[config.mk]
export PLATFORM = sky130hd
export DESIGN_NAME = rstseq_top
export DESIGN_NICKNAME = d
export VERILOG_FILES = /design/src/rtl/rstseq_pkg.sv /design/src/rtl/rstseq_pad_sync.sv /design/src/rtl/rstseq_stretch.sv /design/src/rtl/rstseq_init.sv /design/src/rtl/rstseq_top.sv
export SDC_FILE = /design/constraint.sdc
export NUM_CORES = 1
export LEC_CHECK = 0
export CAP_MARGIN = 20
export CORE_MARGIN = 5
export CORE_UTILIZATION = 35
export DETAILED_ROUTE_END_ITERATION = 10
export PLACE_DENSITY = 0.68
export SYNTH_ARGS = -nofsm -noshare
export SYNTH_HDL_FRONTEND = slang
export SYNTH_SLANG_ARGS = --single-unit
export TNS_END_PERCENT = 1
[constraint.sdc]
create_clock -name clk -period 1.8 [get_ports clk]
set_input_delay 0.54 -clock clk [delete_from_list [all_inputs] [get_ports clk]]
set_output_delay 0.54 -clock clk [all_outputs]
set_load 0.02 [all_outputs]
[src/rtl/rstseq_pkg.sv]
package rstseq_pkg;

    localparam int VEC_W = 16;

    // Reset-time values presented to the core.
    typedef struct packed {
        logic [VEC_W-1:0] vec_hi;
        logic [VEC_W-1:0] vec_lo;
        logic             jump_flag;
        logic             ime;
    } core_init_t;

    // Internal reset requests.
    typedef struct packed {
        logic trap;
        logic wdt;
        logic clkf;
    } int_req_t;

    function automatic core_init_t core_init_values();
        core_init_t v;
        v.vec_hi    = {VEC_W{1'b1}};
        v.vec_lo    = {{(VEC_W-1){1'b1}}, 1'b0};
        v.jump_flag = 1'b1;
        v.ime       = 1'b0;
        return v;
    endfunction

    function automatic logic any_req(input int_req_t r);
        return r.trap | r.wdt | r.clkf;
    endfunction

endpackage

[src/rtl/rstseq_pad_sync.sv]
module rstseq_pad_sync #(
    parameter int STAGES = 2
) (
    input  logic clk,
    input  logic rst,
    input  logic pad_in,
    output logic pad_sync
);
    logic [STAGES-1:0] chain;

    // A released pad reads high through its pull-up, so the chain clears to ones.
    always_ff @(posedge clk) begin
        if (rst) chain <= '1;
        else     chain <= {chain[STAGES-2:0], pad_in};
    end

    assign pad_sync = chain[STAGES-1];
endmodule

[src/rtl/rstseq_stretch.sv]
module rstseq_stretch
    import rstseq_pkg::*;
#(
    parameter int CNT_EXP = 20
) (
    input  logic     clk,
    input  logic     rst,
    input  int_req_t req,
    input  logic     hf_osc_on,
    output logic     active,
    output logic     wake_hf
);
    localparam int CW = CNT_EXP;
    localparam logic [CW-1:0] LAST = {CW{1'b1}};

    logic [CW-1:0] cnt;
    logic          cnt_en;

    // Counting waits for the high-frequency clock only after a slow-mode wake.
    assign cnt_en = active & (~wake_hf | hf_osc_on);

    always_ff @(posedge clk) begin
        if (rst) begin
            active  <= 1'b1;
            cnt     <= '0;
            wake_hf <= 1'b0;
        end else if (any_req(req)) begin
            active <= 1'b1;
            cnt    <= '0;
            if (req.wdt && !hf_osc_on) wake_hf <= 1'b1;
        end else if (cnt_en) begin
            if (cnt == LAST) begin
                active  <= 1'b0;
                wake_hf <= 1'b0;
            end else begin
                cnt <= cnt + 1'b1;
            end
        end
    end
endmodule

[src/rtl/rstseq_init.sv]
module rstseq_init
    import rstseq_pkg::*;
#(
    parameter int BANK_W = 3,
    parameter int IRQ_W  = 8
) (
    input  logic              in_reset,
    output logic              div_clear,
    output logic              wdt_keep_en,
    output logic [BANK_W-1:0] bank_sel_init,
    output logic              jump_flag_init,
    output logic              ime_init,
    output logic [IRQ_W-1:0]  ie_init,
    output logic [IRQ_W-1:0]  il_init,
    output logic [VEC_W-1:0]  vec_hi_addr,
    output logic [VEC_W-1:0]  vec_lo_addr
);
    core_init_t iv;

    always_comb begin
        iv             = core_init_values();
        div_clear      = in_reset;
        wdt_keep_en    = in_reset;
        bank_sel_init  = '0;
        jump_flag_init = iv.jump_flag;
        ime_init       = iv.ime;
        ie_init        = '0;
        il_init        = '0;
        vec_hi_addr    = iv.vec_hi;
        vec_lo_addr    = iv.vec_lo;
    end
endmodule

[src/rtl/rstseq_top.sv]
module rstseq_top
    import rstseq_pkg::*;
#(
    parameter int CNT_EXP     = 20,
    parameter int SYNC_STAGES = 2,
    parameter int BANK_W      = 3,
    parameter int IRQ_W       = 8
) (
    input  logic              clk,
    input  logic              rst,
    input  logic              pad_in,
    input  logic              trap_req,
    input  logic              wdt_req,
    input  logic              clkf_req,
    input  logic              hf_osc_on,
    output logic              pad_drive_low,
    output logic              hf_osc_start,
    output logic              sys_rst,
    output logic              div_clear,
    output logic              wdt_keep_en,
    output logic [BANK_W-1:0] bank_sel_init,
    output logic              jump_flag_init,
    output logic              ime_init,
    output logic [IRQ_W-1:0]  ie_init,
    output logic [IRQ_W-1:0]  il_init,
    output logic [15:0]       vec_hi_addr,
    output logic [15:0]       vec_lo_addr
);
    int_req_t req;
    logic     pad_sync;
    logic     ext_low;
    logic     ext_hold;
    logic     active;

    assign req = '{trap: trap_req, wdt: wdt_req, clkf: clkf_req};

    rstseq_pad_sync #(.STAGES(SYNC_STAGES)) u_sync (
        .clk      (clk),
        .rst      (rst),
        .pad_in   (pad_in),
        .pad_sync (pad_sync)
    );

    rstseq_stretch #(.CNT_EXP(CNT_EXP)) u_stretch (
        .clk       (clk),
        .rst       (rst),
        .req       (req),
        .hf_osc_on (hf_osc_on),
        .active    (active),
        .wake_hf   (hf_osc_start)
    );

    assign ext_low = ~pad_sync;

    // One extra clock of reset after the synchronized pad returns high.
    always_ff @(posedge clk) begin
        if (rst) ext_hold <= 1'b0;
        else     ext_hold <= ext_low;
    end

    assign pad_drive_low = active;
    assign sys_rst       = active | ext_low | ext_hold;

    rstseq_init #(.BANK_W(BANK_W), .IRQ_W(IRQ_W)) u_init (
        .in_reset       (sys_rst),
        .div_clear      (div_clear),
        .wdt_keep_en    (wdt_keep_en),
        .bank_sel_init  (bank_sel_init),
        .jump_flag_init (jump_flag_init),
        .ime_init       (ime_init),
        .ie_init        (ie_init),
        .il_init        (il_init),
        .vec_hi_addr    (vec_hi_addr),
        .vec_lo_addr    (vec_lo_addr)
    );
endmodule

# == After elaboration in Yosys (flattened, before gate mapping) ==
# Index checks and enable logic that the tools add are counted.
# word_totals
regBits,25
latchBits,0
mem_bits_rw,0
rom_bits,0
in_bits,7
out_inout_bits,58
memories,0
# classes
n_addsub,1
multipliers,0
div_mod_pow,0
magnitude_cmp,0
eq_ne,2
n_shift,0
muxes,4
n_bitwise,9
n_reduce_logical,8
# ops
operator,n
adder 20 x 1 -> 20 bit (second input constant),1
== test 20 bit (second input constant),1
OR 1 bit,5
two-way mux 1 bit,4
AND reduction 2 bit,2
nonzero test 2 bit,2
NOT 1 bit,3
AND reduction 3 bit,1
inequality test 2 bit (second input constant),1
OR reduction 2 bit,1
AND 1 bit,1
logical AND 1 bit,1
zero test 1 bit,1

# == Longest topological paths before layout ==
# Gate-level depths: netlist of the first run.
# depth
word_depth,5
mapped_depth,7
depth_no_buf,6

# == Modules after synthesis ==
# A second synthesis of the first run with hierarchy kept.
# hier_totals
cells_unflattened,199
hier_area_um2,1614.0
# modules_own_cells
module,instances,cells_per_inst,area_per_inst_um2
rstseq_stretch,1,135,1108.6
rstseq_init,1,57,420.4
rstseq_pad_sync,1,4,52.6
rstseq_top,1,3,32.5

# == Least setup slack after synthesis of the first run ==
# Ideal clock, no wire load.
# synth_timing
path_kind,in2reg
from,input port wdt_req
to,register u_stretch.cnt[13]
setup_time_ps,62
arrival_ps,1781
required_ps,1738
slack_ps,-44
path_stages,4
path_cell_list,or4_1 > buf_1 > or4_1 > nand2_1
# synth_via
elab_chain_len,3
# synth_lines
item,line_no,source
start: declaration,rstseq_top.sv:13,"input logic wdt_req,"
OR 1 bit (2 in series),rstseq_pkg.sv:30,return r.trap | r.wdt | r.clkf;
OR reduction 2 bit (no line),-,
end signal: assignment,rstseq_stretch.sv:36,cnt <= cnt + 1'b1;
end: declaration,rstseq_stretch.sv:16,logic [CW-1:0] cnt;
# Every way passes these cells.
# A chain may end at the register's enable or synchronous reset.

# == Final worst setup path of the first run ==
# layout_timing
from,input port rst
to,register u_stretch.cnt[13]
# layout_via
elab_chain_len,1
# layout_lines
item,line_no,source
start: declaration,rstseq_top.sv:10,"input logic rst,"
OR reduction 2 bit (no line),-,
# Every way passes these cells.

==> results by group, run 1 <==
Timing
  • Setup repair after global routing missed its margin: false
  • Endpoints failing setup: 0
  • Count of final hold-check violations: 0
  • Clock skew after layout: 0.00250 ns
  • Post-route setup TNS: 0 ns
  • Fin worst setup slack: 0.0541 ns
  • Maximum operating frequency: 0.573 GHz
  • Final critical-path required period: 1.75 ns
  • Number of max-slew violations in the final report: 0
  • Final cycle utilization of the critical path: 97.0%

Layout
  • Filler instances: 486
  • Layout area overhead: 13.0%
  • NumNets Final: 238
  • Sequential cell area: 500 um2
  • Ratio of cells with drive above 1 in the final layout: 24.5%
  • Area taken by multi-input logic gates: 941 um2
  • Total inserted antenna cells: 0
  • Final core utilization: 40.4%

Logic synthesis
  • Async set-reset flop share out of synthesis: 0%
  • Synth Area in Compound Gates: 12.8%
  • Gate count after technology mapping: 194
  • Number of unique standard cell types used by synthesis: 49
  • Simple-Gate Fraction of Synth Area: 24.0%
  • Cell area after synthesis: 1670 um2
  • Portion of netlist area occupied by mux cells: 0%
  • Share of the synthesized netlist area taken by xor and xnor gates: 4.73%
  • Main flop type after synthesis: sky130_fd_sc_hd__dfxtp_1
  • Total of flip-flops plus latches after synthesis: 25
  • Synthesized area per cell: 8.58 um2
  • Number of flops mapped to enable cells by yosys: 0
  • Synth Area in Adders: 0.751%
  • Sequential area share after synthesis: 30.1%
  • Largest family of logic cells by synthesized area: buffers and inverters
  • Yosys synthesis warning count: 0

Clocking
  • Total CTS buffers: 3
  • Clock insertion delay at the later pin of the skew report: 0.27 ns
  • Clk slew on worst S/H paths: 0.09 ns
  • TritonCTS clock tree: yes
  • Buffer depth of the longest clock path: 2
  • Root buffer cell: sky130_fd_sc_hd__clkbuf_8
  • Total number of clock tree sinks: 25
  • Total of hold buffers inserted after clock tree synthesis: 0
  • Maximum level of the CTS H-tree: 1

Die
  • Core area: 4660 um2
  • Die extent in x: 79.0 um
  • Initial standard-cell utilization of the core: 35.7%
  • Vertical die dimension: 79.0 um
  • Overall die area: 6240 um2
  • I/O pin total: 65
  • Cell row count: 25

Drt
  • Number of violations reported at the end of detailed-routing iteration 0: 60
  • Post-DR vias/cell: 4.50
  • Antenna violation net count after detailed routing: 0
  • WL per Instance: 11.3 um
  • DR pass1 iterations: 4
  • Total number of vias: 1,273
  • Routed WL: 3.20 mm
  • DRC: 0

Pwr
  • Share of total power in sequential cells: 53.3%
  • Leakage power total: 0.831 nW
  • Power per standard cell area: 559 nW/um2
  • Share of total power consumed by net switching: 29.1%
  • Sw Pwr: 306 uW
  • Gate power share: 14.7%
  • Design internal power: 746 uW
  • Part of the power in the clock network: 32.0%
  • Largest voltage drop on the vdd net: 0.000307 V

Critical path
  • Critical-path maximum fanout: 2
  • Critical path start-end classification: primary input to flip-flop
  • Startpoint class of the critical path: primary input
  • Data required time at the worst endpoint: 2.02 ns
  • Endpoint type of the worst setup path: flip-flop
  • CP Data Arrival Time: 1.97 ns

Global route
  • Wire length of the first global-routing pass: 5.07 mm
  • GRT Total Usage: 10.1%
  • Pin count of the biggest net entering global routing: 18
  • Via count of the first global-routing pass: 1,139
  • Initial antenna violation count: 0
  • Total congestion overflow: 0

Job
  • Number of max-capacitance violations reported: 0

Placement
  • Detailed-placement wirelength estimate: 2.49 mm
  • Post-place setup slack: -0.419 ns
  • Routability congestion estimate from global placement: 0.801
  • Count of input and output buffers: 11

Min path
  • Hold Path Class: flip-flop to flip-flop

Status
  • Status: finished, final reports clean
-- kinds of logic after synthesis --
family | Yosys count
fa+ha+maj | 1
buf+inv | 63
xor+xnor | 9
flops | 25
other cells | 2
compound gates | 26
simple gates | 68
-- synthesized netlist by cell type, types with 2 or more instances --
| master | number | area [um2] |
|---|---|---|
| sky130_fd_sc_hd__a211oi_1 | 2 | 15.0 |
| sky130_fd_sc_hd__a21oi_1 | 5 | 25.0 |
| sky130_fd_sc_hd__a311oi_1 | 2 | 17.5 |
| sky130_fd_sc_hd__a31oi_1 | 3 | 18.8 |
| sky130_fd_sc_hd__a41o_1 | 2 | 20.0 |
| sky130_fd_sc_hd__and3_1 | 2 | 12.5 |
| sky130_fd_sc_hd__buf_2 | 2 | 10.0 |
| sky130_fd_sc_hd__buf_4 | 56 | 420 |
| sky130_fd_sc_hd__conb_1 | 2 | 7.51 |
| sky130_fd_sc_hd__dfxtp_1 | 25 | 500 |
| sky130_fd_sc_hd__inv_1 | 2 | 7.51 |
| sky130_fd_sc_hd__nand2_1 | 14 | 52.6 |
| sky130_fd_sc_hd__nand3_1 | 6 | 30.0 |
| sky130_fd_sc_hd__nand4_1 | 4 | 25.0 |
| sky130_fd_sc_hd__nor2_1 | 15 | 56.3 |
| sky130_fd_sc_hd__nor3_1 | 3 | 15.0 |
| sky130_fd_sc_hd__nor4_1 | 5 | 31.3 |
| sky130_fd_sc_hd__o21ai_0 | 3 | 15.0 |
| sky130_fd_sc_hd__or2_2 | 2 | 12.5 |
| sky130_fd_sc_hd__or3_1 | 2 | 12.5 |
| sky130_fd_sc_hd__or4_1 | 2 | 15.0 |
| sky130_fd_sc_hd__xnor2_1 | 8 | 70.1 |
-- final timing paths --
check                   start                end  slack (ns)  depth (start not counted)
min           u_sync.chain[0]    u_sync.chain[1]        0.42                          1
max                       rst  u_stretch.cnt[13]        0.05                          4
max reg2reg  u_stretch.cnt[1]  u_stretch.cnt[17]        0.10                          5
min reg2reg   u_sync.chain[0]    u_sync.chain[1]        0.42                          1
-- sequential cells by signal (all words and copies together), names as in the netlist --
| signal | cells |
|---|---|
| u_stretch.wake_hf | 1 |
| u_sync.chain | 2 |
| ext_hold | 1 |
| u_stretch.cnt | 20 |
| u_stretch.active | 1 |
-- power groups by stage --
stage	Clock (mW)	Sequential [mW]	Combinational (mW)
2_1_floorplan	0	0.575	0.202
3_3_place_gp	0	0.573	0.150
3_5_place_dp	0	0.573	0.151
4_1_cts	0.351	0.560	0.151
5_1_grt	0.372	0.561	0.166
6_report	0.337	0.560	0.154
-- metrics by stage --
| step | hold WS (ns) | cells | instance area [um2] | total power [mW] |
|---|---|---|---|---|
| 6_report | 0.417 | 283 | 1880 | 1.05 |
| 5_1_grt | 0.434 | 283 | 1880 | 1.10 |
| 4_1_cts | 0.419 | 283 | 1860 | 1.06 |
| 3_5_place_dp | 0.399 | 279 | 1820 | 0.724 |
| 3_3_place_gp | 0.390 | 279 | 1820 | 0.723 |
| 2_1_floorplan | 0.378 | 245 | 1860 | 0.776 |
-- final cells by class --
cell class                      count  area share (%)
Clock buffer                        4            2.39
Multi-Input combinational cell    157            50.0
Inverter                            2           0.399
Timing Repair Buffer               41            17.0
Sequential cell                    25            26.6
Tap cell                           54            3.59
-- layout by cell type, fill, tap and decap left out, drive strengths merged, types with 3 or more instances in the layout --
cell / n
a41o: 3
nand4: 6
buf: 33
nor4: 6
nand3: 6
o21ai: 3
nand2: 14
conb: 53
a31oi: 4
clkbuf: 4
xnor2: 8
nor3: 3
and3: 3
nor2: 15
dfxtp: 25
dlygate4sd2: 4
a21oi: 5
-- worst max-delay path, stage by stage --
cell                              delay, ns
sky130_fd_sc_hd__clkdlybuf4s50_1       0.42
sky130_fd_sc_hd__or4_4                 0.43
sky130_fd_sc_hd__or4_4                 0.51
sky130_fd_sc_hd__nand2_1               0.07
-- timing repair --
action	4_1_cts	5_1_grt
setup endpoints to repair	22	8
hold endpoints to repair	0	0
buffers inserted	0	0
gates resized for setup	22	5
pin swaps	3	0
-- per-layer routing --
metal / up-vias / wire, um / GRT usage (%)
met1: 591 / 1450 / 12.7
met3: 5 / 220 / 2.27
met4: 0 / 56 / 4.64
li1: 637 / - / -
met2: 40 / 1470 / 16.5
met5: - / 0 / 0
Power figures use the tool's default switching activity.
==> run 2: changes to the inputs <==
Settings changed: CORE_UTILIZATION 35 to 39, PLACE_DENSITY 0.68 to 0.75.
==> run 2 against run 1 <==
  * Fmax decreased by 2.1%
  * Die area decreased by 9.0%
  * Clock skew increased by 0.0028 ns
  * Final area decreased by 2.5%
  * Worst hold slack got worse by 0.014 ns
  * Core utilization increased by 4.8 points
  * Combinational power about the same
  * Global-route usage increased by 0.91 points
  * Critical path depth unchanged
  * Routed wire length increased by 0.94%
  * Sequential power about the same
  * Critical endpoint unchanged
==> results by group, run 2 (synthesized netlist as in run 1, its figures left out) <==
Layout
  • Largest registers in the final layout: u_stretch.cnt: 20 flops, u_sync.chain: 2 flops
  • Post-route standard cell area excluding fillers: 1830 um2 (-2.5%)
  • Total inserted antenna cells: 0 (unchanged)
  • Number of flip-flops under the largest register name: 20 (unchanged)
  • NumNets Final: 234 (-1.7%)
  • Fin cells: 275 (-2.8%)
  • Ratio of cells with drive above 1 in the final layout: 21.8% (-2.7 points)
  • Filler instances: 404 (-17%)
  • Biggest register: u_stretch.cnt
  • Most common cell after layout, fill and taps aside: sky130_fd_sc_hd__conb_1
  • Commonest cells after routing, fill and taps aside: 53 x sky130_fd_sc_hd__conb_1, 25 x sky130_fd_sc_hd__dfxtp_1, 25 x sky130_fd_sc_hd__buf_4
  • Final core utilization: 45.2% (+4.8 points)
  • Layout area overhead: 10.1%

Critical path
  • Delay-heaviest family, CP: simple AND/OR/NAND/NOR gates
  • Endpoint type of the worst setup path: flip-flop
  • CP Data Arrival Time: 2.01 ns (+0.04 ns)
  • Largest stage delay, worst path: 0.56 ns (+0.05 ns)
  • Cell with the largest stage delay on the worst path: sky130_fd_sc_hd__or4_4
  • Critical path start-end classification: primary input to flip-flop
  • Data required time at the worst endpoint: 2.02 ns (about the same)
  • Buffering stage count on the worst path with inverters included: 1 (unchanged)
  • Worst-path cell chain: clkdlybuf4s50_1 -> or4_4 -> or4_1 -> nand2_1
  • Startpoint class of the critical path: primary input
  • Critical-path maximum fanout: 2 (unchanged)

Global route
  • Initial antenna violation count: 0 (unchanged)
  • GRT Total Usage: 11.0% (+0.91 points)
  • Pin count of the biggest net entering global routing: 18 (unchanged)
  • Total congestion overflow: 0 (unchanged)
  • Wire length of the first global-routing pass: 4.85 mm (-4.4%)
  • Via count of the first global-routing pass: 1,102 (-3.2%)

Timing
  • Count of final hold-check violations: 0 (unchanged)
  • Worst hold slack: 0.403 ns (-0.0139 ns)
  • Maximum operating frequency: 0.561 GHz (-2.1%)
  • Fin worst setup slack: 0.0159 ns (-0.0382 ns)
  • Clock skew after layout: 0.00531 ns (+0.00281 ns)
  • Final critical-path required period: 1.78 ns (+0.0382 ns)
  • Post-route setup TNS: 0 ns (unchanged)
  • Final cycle utilization of the critical path: 99.1% (+2.1 points)
  • Number of max-slew violations in the final report: 0 (unchanged)
  • Setup repair after global routing missed its margin: true
  • Endpoints failing setup: 0 (unchanged)

Drt
  • DRC: 0 (unchanged)
  • Antenna violation net count after detailed routing: 0 (unchanged)
  • Total number of vias: 1,275 (+0.16%)
  • Post-DR vias/cell: 4.64 (+3.1%)
  • WL per Instance: 11.7 um (+3.9%)
  • Routed WL: 3.23 mm (+0.94%)
  • DR pass1 iterations: 4 (unchanged)
  • Number of violations reported at the end of detailed-routing iteration 0: 116 (+93%)

Clocking
  • Buffer depth of the longest clock path: 2 (unchanged)
  • Clk slew on worst S/H paths: 0.09 ns (about the same)
  • TritonCTS clock tree: yes
  • Total CTS buffers: 3 (unchanged)
  • Clock insertion delay at the later pin of the skew report: 0.27 ns (about the same)
  • Total of hold buffers inserted after clock tree synthesis: 0 (unchanged)
  • Total number of clock tree sinks: 25 (unchanged)
  • Maximum level of the CTS H-tree: 1 (unchanged)
  • Root buffer cell: sky130_fd_sc_hd__clkbuf_8
  • Post-CTS setup buffer count: 0 (unchanged)

Job
  • Number of max-capacitance violations reported: 0 (unchanged)

Pwr
  • Largest voltage drop on the vdd net: 0.000267 V (-13%)
  • Total chip power: 1.05 mW (about the same)
  • Leakage power total: 0.790 nW (-5.0%)
  • Power per standard cell area: 573 nW/um2 (+2.6%)

Die
  • Cell row count: 23 (-8.0%)
  • Core area: 4060 um2 (-13%)
  • I/O pin total: 65 (unchanged)
  • Initial standard-cell utilization of the core: 41.0% (+5.3 points)
  • Die extent in x: 75.3 um (-4.6%)
  • Vertical die dimension: 75.3 um (-4.6%)
  • Overall die area: 5680 um2 (-9.0%)

Min path
  • Hold Path Class: flip-flop to flip-flop

Placement
  • Count of input and output buffers: 11 (unchanged)
  • Routability congestion estimate from global placement: 0.792 (-1.1%)
  • Placed instance area: 1780 um2 (-1.9%)
  • Detailed-placement wirelength estimate: 2.43 mm (-2.4%)
  • Cells after DPL: 271 (-2.9%)
  • Post-place setup slack: -0.413 ns (+0.00648 ns)

Status
  • Status: finished, final reports clean
## run 2: changes by cell type in the layout (fill, tap and decap cells not counted), sizes merged
cell and change:
buf -4, clkdlybuf4s50 +3, dlygate4sd2 -1, dlymetal6s2s -2
## run 2: final cells by class
cell class,count,area (um2),area share [%]
well taps,50,62.6,3.41
clock buffers,4,45.0,2.46
inverters,2,7.51,0.409
repair buffers,37,294,16.0
multi-input cells,157,925,50.4
flip-flops and latches,25,500,27.3
## run 2: repair_timing
action                     in CTS  in global routing
resized for setup              17                  4
setup endpoints to repair      19                 11
pin swaps                       1                  1
## run 2: power breakdown
part	switching (mW)	total [mW]	internal, mW
Clock	0.178	0.336	0.158
Sequential	0.00325	0.561	0.557
Combinational	0.123	0.154	0.0314
Total	0.304	1.05	0.747
## run 2: final timing paths
path,start,end,slack [ns],depth (start not counted)
setup reg to reg,u_stretch.cnt[0],u_stretch.cnt[13],0.04,5
setup / recovery,wdt_req,u_stretch.cnt[13],0.02,4
hold / removal,u_sync.chain[1],ext_hold,0.40,1
hold reg to reg,u_sync.chain[1],ext_hold,0.40,1
## run 2: routing by layer
layer | global-route usage (%) | part of all wire (%) | routed length, um | vias to the layer above
li1 | - | - | - | 628
met2 | 16.2 | 47 | 1500 | 51
met1 | 14.8 | 42 | 1360 | 589
met4 | 5.83 | 1.8 | 58 | 0
met5 | 0 | 0 | 0 | -
met3 | 2.90 | 9.4 | 302 | 7
